<file path="src/rtl/lcd_pkg.sv">
package lcd_pkg;
  localparam int NUM_COM = 4;
  localparam int COM_W   = 2;

  typedef logic [1:0] level_t;
  localparam level_t LV_VSS = 2'b00;
  localparam level_t LV_V1  = 2'b01;
  localparam level_t LV_V2  = 2'b10;
  localparam level_t LV_VCC = 2'b11;

  // strobes from the timing control to the waveform datapath
  typedef struct packed {
    logic [COM_W-1:0] comIdx;
    logic             pol;
  } ctrl_strb_t;
endpackage

</file>
<file path="src/rtl/lcd_timing_ctrl.sv">
module lcd_timing_ctrl
  import lcd_pkg::*;
#(
  parameter int FIXED_DIV   = 64,
  parameter int PHASE_TICKS = 64,
  parameter int PRE_W       = 8
) (
  input  logic             clk,
  input  logic             rstN,
  input  logic [PRE_W-1:0] prescale,
  output ctrl_strb_t       strb
);
  localparam int DIV_W = (FIXED_DIV > 1) ? $clog2(FIXED_DIV) : 1;
  localparam int TCK_W = (PHASE_TICKS > 1) ? $clog2(PHASE_TICKS) : 1;
  localparam logic [DIV_W-1:0] DIV_LAST = DIV_W'(FIXED_DIV - 1);
  localparam logic [TCK_W-1:0] TCK_LAST = TCK_W'(PHASE_TICKS - 1);
  localparam logic [COM_W-1:0] COM_LAST = COM_W'(NUM_COM - 1);

  logic [DIV_W-1:0] divCnt;
  logic [PRE_W-1:0] preCnt;
  logic [PRE_W-1:0] preLatched;
  logic [TCK_W-1:0] tickCnt;
  logic [COM_W-1:0] comIdx;
  logic             pol;

  logic divEnd, preEnd, tick, phaseEnd, frameEnd;

  always_comb begin
    divEnd   = (divCnt == DIV_LAST);
    preEnd   = (preCnt == preLatched - PRE_W'(1));
    tick     = divEnd && preEnd;
    phaseEnd = tick && (tickCnt == TCK_LAST);
    frameEnd = phaseEnd && (comIdx == COM_LAST);
  end

  always_ff @(posedge clk or negedge rstN) begin
    if (!rstN) begin
      divCnt     <= '0;
      preCnt     <= '0;
      preLatched <= PRE_W'(1);
      tickCnt    <= '0;
      comIdx     <= '0;
      pol        <= 1'b0;
    end else begin
      divCnt <= divEnd ? '0 : divCnt + DIV_W'(1);
      if (divEnd) preCnt <= preEnd ? '0 : preCnt + PRE_W'(1);
      if (tick) tickCnt <= phaseEnd ? '0 : tickCnt + TCK_W'(1);
      if (phaseEnd) comIdx <= comIdx + COM_W'(1);
      if (frameEnd) begin
        pol        <= ~pol;
        preLatched <= (prescale == '0) ? PRE_W'(1) : prescale;
      end
    end
  end

  assign strb.comIdx = comIdx;
  assign strb.pol    = pol;
endmodule

</file>
<file path="src/rtl/lcd_wave_datapath.sv">
module lcd_wave_datapath
  import lcd_pkg::*;
#(
  parameter int          NUM_SEG   = 14,
  parameter int          ADDR_W    = 8,
  parameter logic [7:0]  BASE_ADDR = 8'hE1
) (
  input  logic                   clk,
  input  logic                   rstN,
  input  logic                   wrEn,
  input  logic [ADDR_W-1:0]      wrAddr,
  input  logic [2*NUM_COM-1:0]   wrData,
  input  ctrl_strb_t             strb,
  input  logic                   enGrpA,
  input  logic                   enGrpB,
  input  logic                   enGrpC,
  output logic [2*NUM_COM-1:0]   comLevel,
  output logic [2*NUM_SEG-1:0]   segLevel,
  output logic [NUM_COM-1:0]     comDrive,
  output logic [NUM_SEG-1:0]     segDrive
);
  localparam int NUM_BYTES = NUM_SEG / 2;
  localparam int BYTE_W    = 2 * NUM_COM;
  localparam int GRP_A_END = 4;
  localparam int GRP_B_END = 6;

  logic [BYTE_W-1:0] dispBuf [NUM_BYTES];

  for (genvar b = 0; b < NUM_BYTES; b++) begin : g_buf
    always_ff @(posedge clk or negedge rstN) begin
      if (!rstN) dispBuf[b] <= '0;
      else if (wrEn && (wrAddr == ADDR_W'(BASE_ADDR + b))) dispBuf[b] <= wrData;
    end
  end

  for (genvar c = 0; c < NUM_COM; c++) begin : g_com
    level_t lvl;
    always_comb begin
      if (strb.comIdx == COM_W'(c)) lvl = strb.pol ? LV_VSS : LV_VCC;
      else                          lvl = strb.pol ? LV_V2  : LV_V1;
    end
    assign comLevel[2*c +: 2] = enGrpA ? lvl : LV_VSS;
    assign comDrive[c]        = enGrpA;
  end

  for (genvar s = 0; s < NUM_SEG; s++) begin : g_seg
    localparam int LANE = (s % 2 == 0) ? NUM_COM : 0;
    logic [NUM_COM-1:0] nib;
    logic   pix;
    logic   en;
    level_t lvl;
    assign nib = dispBuf[s/2][LANE +: NUM_COM];
    assign pix = nib[strb.comIdx];
    if (s < GRP_A_END) begin : g_a
      assign en = enGrpA;
    end else if (s < GRP_B_END) begin : g_b
      assign en = enGrpB;
    end else begin : g_c
      assign en = enGrpC;
    end
    always_comb begin
      if (pix) lvl = strb.pol ? LV_VCC : LV_VSS;
      else     lvl = strb.pol ? LV_V1  : LV_V2;
    end
    assign segLevel[2*s +: 2] = en ? lvl : LV_VSS;
    assign segDrive[s]        = en;
  end
endmodule

</file>
<file path="src/rtl/lcd_mux_driver.sv">
module lcd_mux_driver
  import lcd_pkg::*;
#(
  parameter int         FIXED_DIV   = 64,
  parameter int         PHASE_TICKS = 64,
  parameter int         PRE_W       = 8,
  parameter int         NUM_SEG     = 14,
  parameter int         ADDR_W      = 8,
  parameter logic [7:0] BASE_ADDR   = 8'hE1
) (
  input  logic                 clk,
  input  logic                 rstN,
  input  logic                 wrEn,
  input  logic [ADDR_W-1:0]    wrAddr,
  input  logic [7:0]           wrData,
  input  logic [PRE_W-1:0]     prescale,
  input  logic                 enGrpA,
  input  logic                 enGrpB,
  input  logic                 enGrpC,
  output logic [7:0]           comLevel,
  output logic [2*NUM_SEG-1:0] segLevel,
  output logic [3:0]           comDrive,
  output logic [NUM_SEG-1:0]   segDrive
);
  ctrl_strb_t strb;

  lcd_timing_ctrl #(
    .FIXED_DIV(FIXED_DIV), .PHASE_TICKS(PHASE_TICKS), .PRE_W(PRE_W)
  ) u_ctrl (
    .clk(clk), .rstN(rstN), .prescale(prescale), .strb(strb)
  );

  lcd_wave_datapath #(
    .NUM_SEG(NUM_SEG), .ADDR_W(ADDR_W), .BASE_ADDR(BASE_ADDR)
  ) u_dp (
    .clk(clk), .rstN(rstN), .wrEn(wrEn), .wrAddr(wrAddr), .wrData(wrData),
    .strb(strb), .enGrpA(enGrpA), .enGrpB(enGrpB), .enGrpC(enGrpC),
    .comLevel(comLevel), .segLevel(segLevel),
    .comDrive(comDrive), .segDrive(segDrive)
  );
endmodule

</file>
<file path="config.mk">
export PLATFORM = sky130hd
export DESIGN_NAME = lcd_mux_driver
export DESIGN_NICKNAME = d
export VERILOG_FILES = /design/src/rtl/lcd_pkg.sv /design/src/rtl/lcd_timing_ctrl.sv /design/src/rtl/lcd_wave_datapath.sv /design/src/rtl/lcd_mux_driver.sv
export SDC_FILE = /design/constraint.sdc
export NUM_CORES = 1
export LEC_CHECK = 0
export CORE_MARGIN = 1
export CORE_UTILIZATION = 30
export CTS_CLUSTER_DIAMETER = 60
export DETAILED_ROUTE_END_ITERATION = 12
export GPL_TIMING_DRIVEN = 0
export PLACE_DENSITY = 0.59
export SKIP_LAST_GASP = 1
export SLEW_MARGIN = 30
export SYNTH_ARGS = -nofsm -noshare
export SYNTH_HDL_FRONTEND = slang
export SYNTH_SLANG_ARGS = --single-unit
</file>
<file path="constraint.sdc">
create_clock -name clk -period 3.6 [get_ports clk]
set_input_delay 0.36 -clock clk [delete_from_list [all_inputs] [get_ports clk]]
set_output_delay 0.36 -clock clk [all_outputs]
set_load 0.01 [all_outputs]
</file>
==> impl_summary.md <==
Hold path
The tightest min-delay check is of the primary input to asynchronous set/reset pin type.

Yosys
The sequential element share of the synthesized area is 46.07%. The most used flip-flop cell after synthesis is sky130_fd_sc_hd__dfrtp_1. During synthesis, Yosys emitted a total of 0 warnings. The cell area after synthesis is about 4700 µm². Each instance of the synthesized netlist takes up on average 12.28 µm². The synthesized flop and latch total is 87.

The fraction of registers with async set or reset after synthesis is 100.0%. When the netlist entered floorplanning its net count stood at 423. The number of unique standard cell types used by synthesis is 38. The count of flip-flops with a built-in enable after synthesis is 0. The synthesized instance count is 385.

Timing
At the pin with the least slew margin, the transition time is between 800 and 900 ps. The worst clock skew is 6.033 ps. The post-route minimum period is 3331 ps. The share of the cycle needed by the critical path after routing is 92.52%. Setup repair after global routing left no endpoint under its margin. The worst relative slew slack is 43.23%. Setup violations remaining at the end of the flow were counted as 0. The number of pins with negative max-slew slack in the final report is 0.

The sum of negative setup slack is 0 ps. The hold violation total from the final report is 0. The peak clock frequency supported by timing is around 0.30 GHz.

Worst setup path
The maximum fanout encountered on the critical timing path is 10. STA puts the critical path data required time at 3240 ps. The worst register-to-register path has a depth of 8. The type of destination of the critical path is a primary output. The worst setup path is of the register to primary output kind.

The worst setup path is launched from a register. STA puts the critical path data arrival time at 2970 ps.

Clock tree
At the later pin of the worst-skew pair, clock insertion delay measures ~340 ps. The clock tree root driver cell is sky130_fd_sc_hd__clkbuf_16. The H-tree was split into 3 levels. The post-CTS setup repair buffer count is 0.

After clock tree synthesis, the clock-pin slew on the worst setup and hold paths is ~80 ps. The total CTS buffers is 9. TritonCTS built the clock tree. The clock drives 87 sinks.

The maximum root-to-sink buffer count is 2.

Cells and area
The number of nets in the layout is 517. The storage element area is 2178 µm². The most common cell after layout, fill and taps aside is sky130_fd_sc_hd__dfrtp_1. At the end of the flow the core is filled with cells to 40.20%. The combined area of the multi-input logic cells is about 2200 µm². Leaving out fill and tap cells, the most frequent cells in the layout are sky130_fd_sc_hd__dfrtp_1 (86), sky130_fd_sc_hd__clkdlybuf4s50_1 (80), sky130_fd_sc_hd__mux2_2 (58). The repair_antennas step left the layout with diodes totalling 0. The number of fill cells in the layout is 1465. In the final layout, the share of cells above drive strength 1 is 28.93%. The final cell count without fillers is 695. The layout overhead on the synthesized area is 30.22%.

Die
Measured along the x axis, the die boundary spans approximately 130 µm. For this configuration, the core starts out at a cell density of a little under a third. The placement row count is 45. The die covers 16270 µm². The number of top-level pins is 84. The height of the chip is 127.5 µm.

The total area inside the core boundary comes to ~15000 µm².

Route
Summing over every cut layer, the via total after detailed routing is between 3000 and 4000. Dividing the detail-routed via count by the number of cells gives 4.633. The final antenna-violating net count is 0.

In the routed design, unresolved DRC markers number 0. The average wire per standard cell is 14.54 µm. The first-iteration detailed-routing DRC count is approximately 140. The wire length reported by the detailed router is 10100 µm.

The first TritonRoute pass finished after 4 iterations.

Place
The number of input and output port buffers inserted is 81. At the end of routability-driven placement, the weighted congestion stood at between 0.7 and 0.8. The number of placed instances, taps included, is 678. The final HPWL from detailed placement is just over 7000 µm.

Pwr
The areal power density over the cells is 350.6 nW/µm². VDD sags by at most 0.2317 mV. The analysis attributes to cell leakage a power of 2.716 nW.

Outcome
The run finished with clean final reports.

GRT
Global routing used 13.15% of the available tracks across all layers. The first-pass GRT wire length is 16620 µm. Summed over all layers, the global routing overflow is 0. The number of antenna violations at the first check in global routing is 0. The via count of the first global-routing pass is 3219. Entering global routing, the biggest net connects 66 pins.

Flow run
Max-cap violations in this run came to 0.
cell type report:
class / instances / share of cell area (%)
flip-flops and latches: 87 / 35.38
multi-input cells: 243 / 36.19
repair buffers: 83 / 13.80
inverters: 11 / 0.6706
clock buffers: 9 / 3.658
plain buffers: 44 / 4.775
clock inverters: 7 / 1.240
well taps: 211 / 4.288
repair_timing:
action,CTS,global route
hold endpoints to repair,22,0
gates resized for setup,2,2
endpoints found under the setup margin,11,9
hold buffers,1,0
cell families (layout without fill, tap and decap cells):
family | after synthesis | count (layout) | share of synthesized area [%]
multiplexers | 80 | 80 | 22.92
flip-flops | 87 | 87 | 46.07
adder cells (fa/ha/maj) | 8 | 8 | 2.117
AND/OR/NAND/NOR | 90 | 90 | 11.30
buffers and inverters | 55 | 154 | 6.907
AO/OA/AOI/OAI | 28 | 28 | 3.837
XOR/XNOR | 37 | 37 | 6.854
worst max-delay path, cell delays in order (launching register included):
cell and delay [ps]:
sky130_fd_sc_hd__dfrtp_1 380, sky130_fd_sc_hd__clkbuf_1 400, sky130_fd_sc_hd__clkbuf_1 570, sky130_fd_sc_hd__mux4_2 420, sky130_fd_sc_hd__xnor2_1 190, sky130_fd_sc_hd__and2_1 150
sky130_fd_sc_hd__clkdlybuf4s50_1 530
stage by stage:
stage	power [mW]	hold slack (ps)	cell area [µm²]	worst slack [ps]
after floorplan	1.124	64.41	4728	1016
after global placement	1.240	453.6	5803	-978.0
after detailed placement	1.250	231.7	5837	147.0
after CTS	2.186	435.8	6156	3.039
after global routing	2.250	447.3	6157	63.77
final	2.159	434.8	6157	269.2
report_power, final:
| group | leakage (nW) | total [mW] | internal [mW] | switching (mW) |
|---|---|---|---|---|
| combinational | 1.38 | 0.207 | 0.123 | 0.0834 |
| sequential | 1.19 | 1.02 | 1.01 | 0.0136 |
| clock | 0.148 | 0.932 | 0.492 | 0.440 |
routing by layer:
layer,wire (µm),GRT usage [%],share of wire [%],up-vias
met5,0,0,0,-
met4,98,3.571,0.97,0
met3,318,2.429,3.1,8
met2,4840,20.89,48,68
met1,4844,18.34,48,1619
li1,-,-,-,1525
path summary, 6_finish.rpt:
kind / from / to / slack, ps
max: u_ctrl.comIdx[1] / segLevel[23] / 270
min: rstN / u_dp.dispBuf[29] / 430
max reg2reg: u_ctrl.preLatched[0] / u_ctrl.preLatched[3] / 760
min reg2reg: u_ctrl.tickCnt[4] / u_ctrl.tickCnt[4] / 470
max in group asynchronous: rstN / u_ctrl.preLatched[0] / 2550
min in group clk: u_ctrl.tickCnt[4] / u_ctrl.tickCnt[4] / 470
cells in the mapped netlist (5+ instances only):
master / number / area share, %
sky130_fd_sc_hd__dfrtp_1: 86 / 46
sky130_fd_sc_hd__mux2_2: 58 / 14
sky130_fd_sc_hd__buf_4: 32 / 5.1
sky130_fd_sc_hd__xnor2_1: 26 / 4.8
sky130_fd_sc_hd__and2_1: 24 / 3.2
sky130_fd_sc_hd__nand3_1: 16 / 1.7
sky130_fd_sc_hd__mux4_2: 14 / 6.7
sky130_fd_sc_hd__nand2_1: 13 / 1.0
sky130_fd_sc_hd__inv_1: 11 / 0.87
sky130_fd_sc_hd__xor2_1: 11 / 2.0
sky130_fd_sc_hd__clkbuf_1: 10 / 0.79
sky130_fd_sc_hd__o21ai_0: 9 / 0.95
sky130_fd_sc_hd__a21oi_1: 8 / 0.85
sky130_fd_sc_hd__ha_1: 8 / 2.1
sky130_fd_sc_hd__mux2_4: 7 / 2.2
sky130_fd_sc_hd__nor3_1: 7 / 0.74
sky130_fd_sc_hd__nor2_1: 5 / 0.40
flip-flops by register name, indices dropped and copies added, names as in the netlist:
register	cells
u_ctrl.comIdx	2
u_ctrl.preCnt	8
u_ctrl.tickCnt	6
u_ctrl.pol	1
u_dp.dispBuf	56
u_ctrl.divCnt	6
u_ctrl.preLatched	8
(Power assumes the default switching activity.)
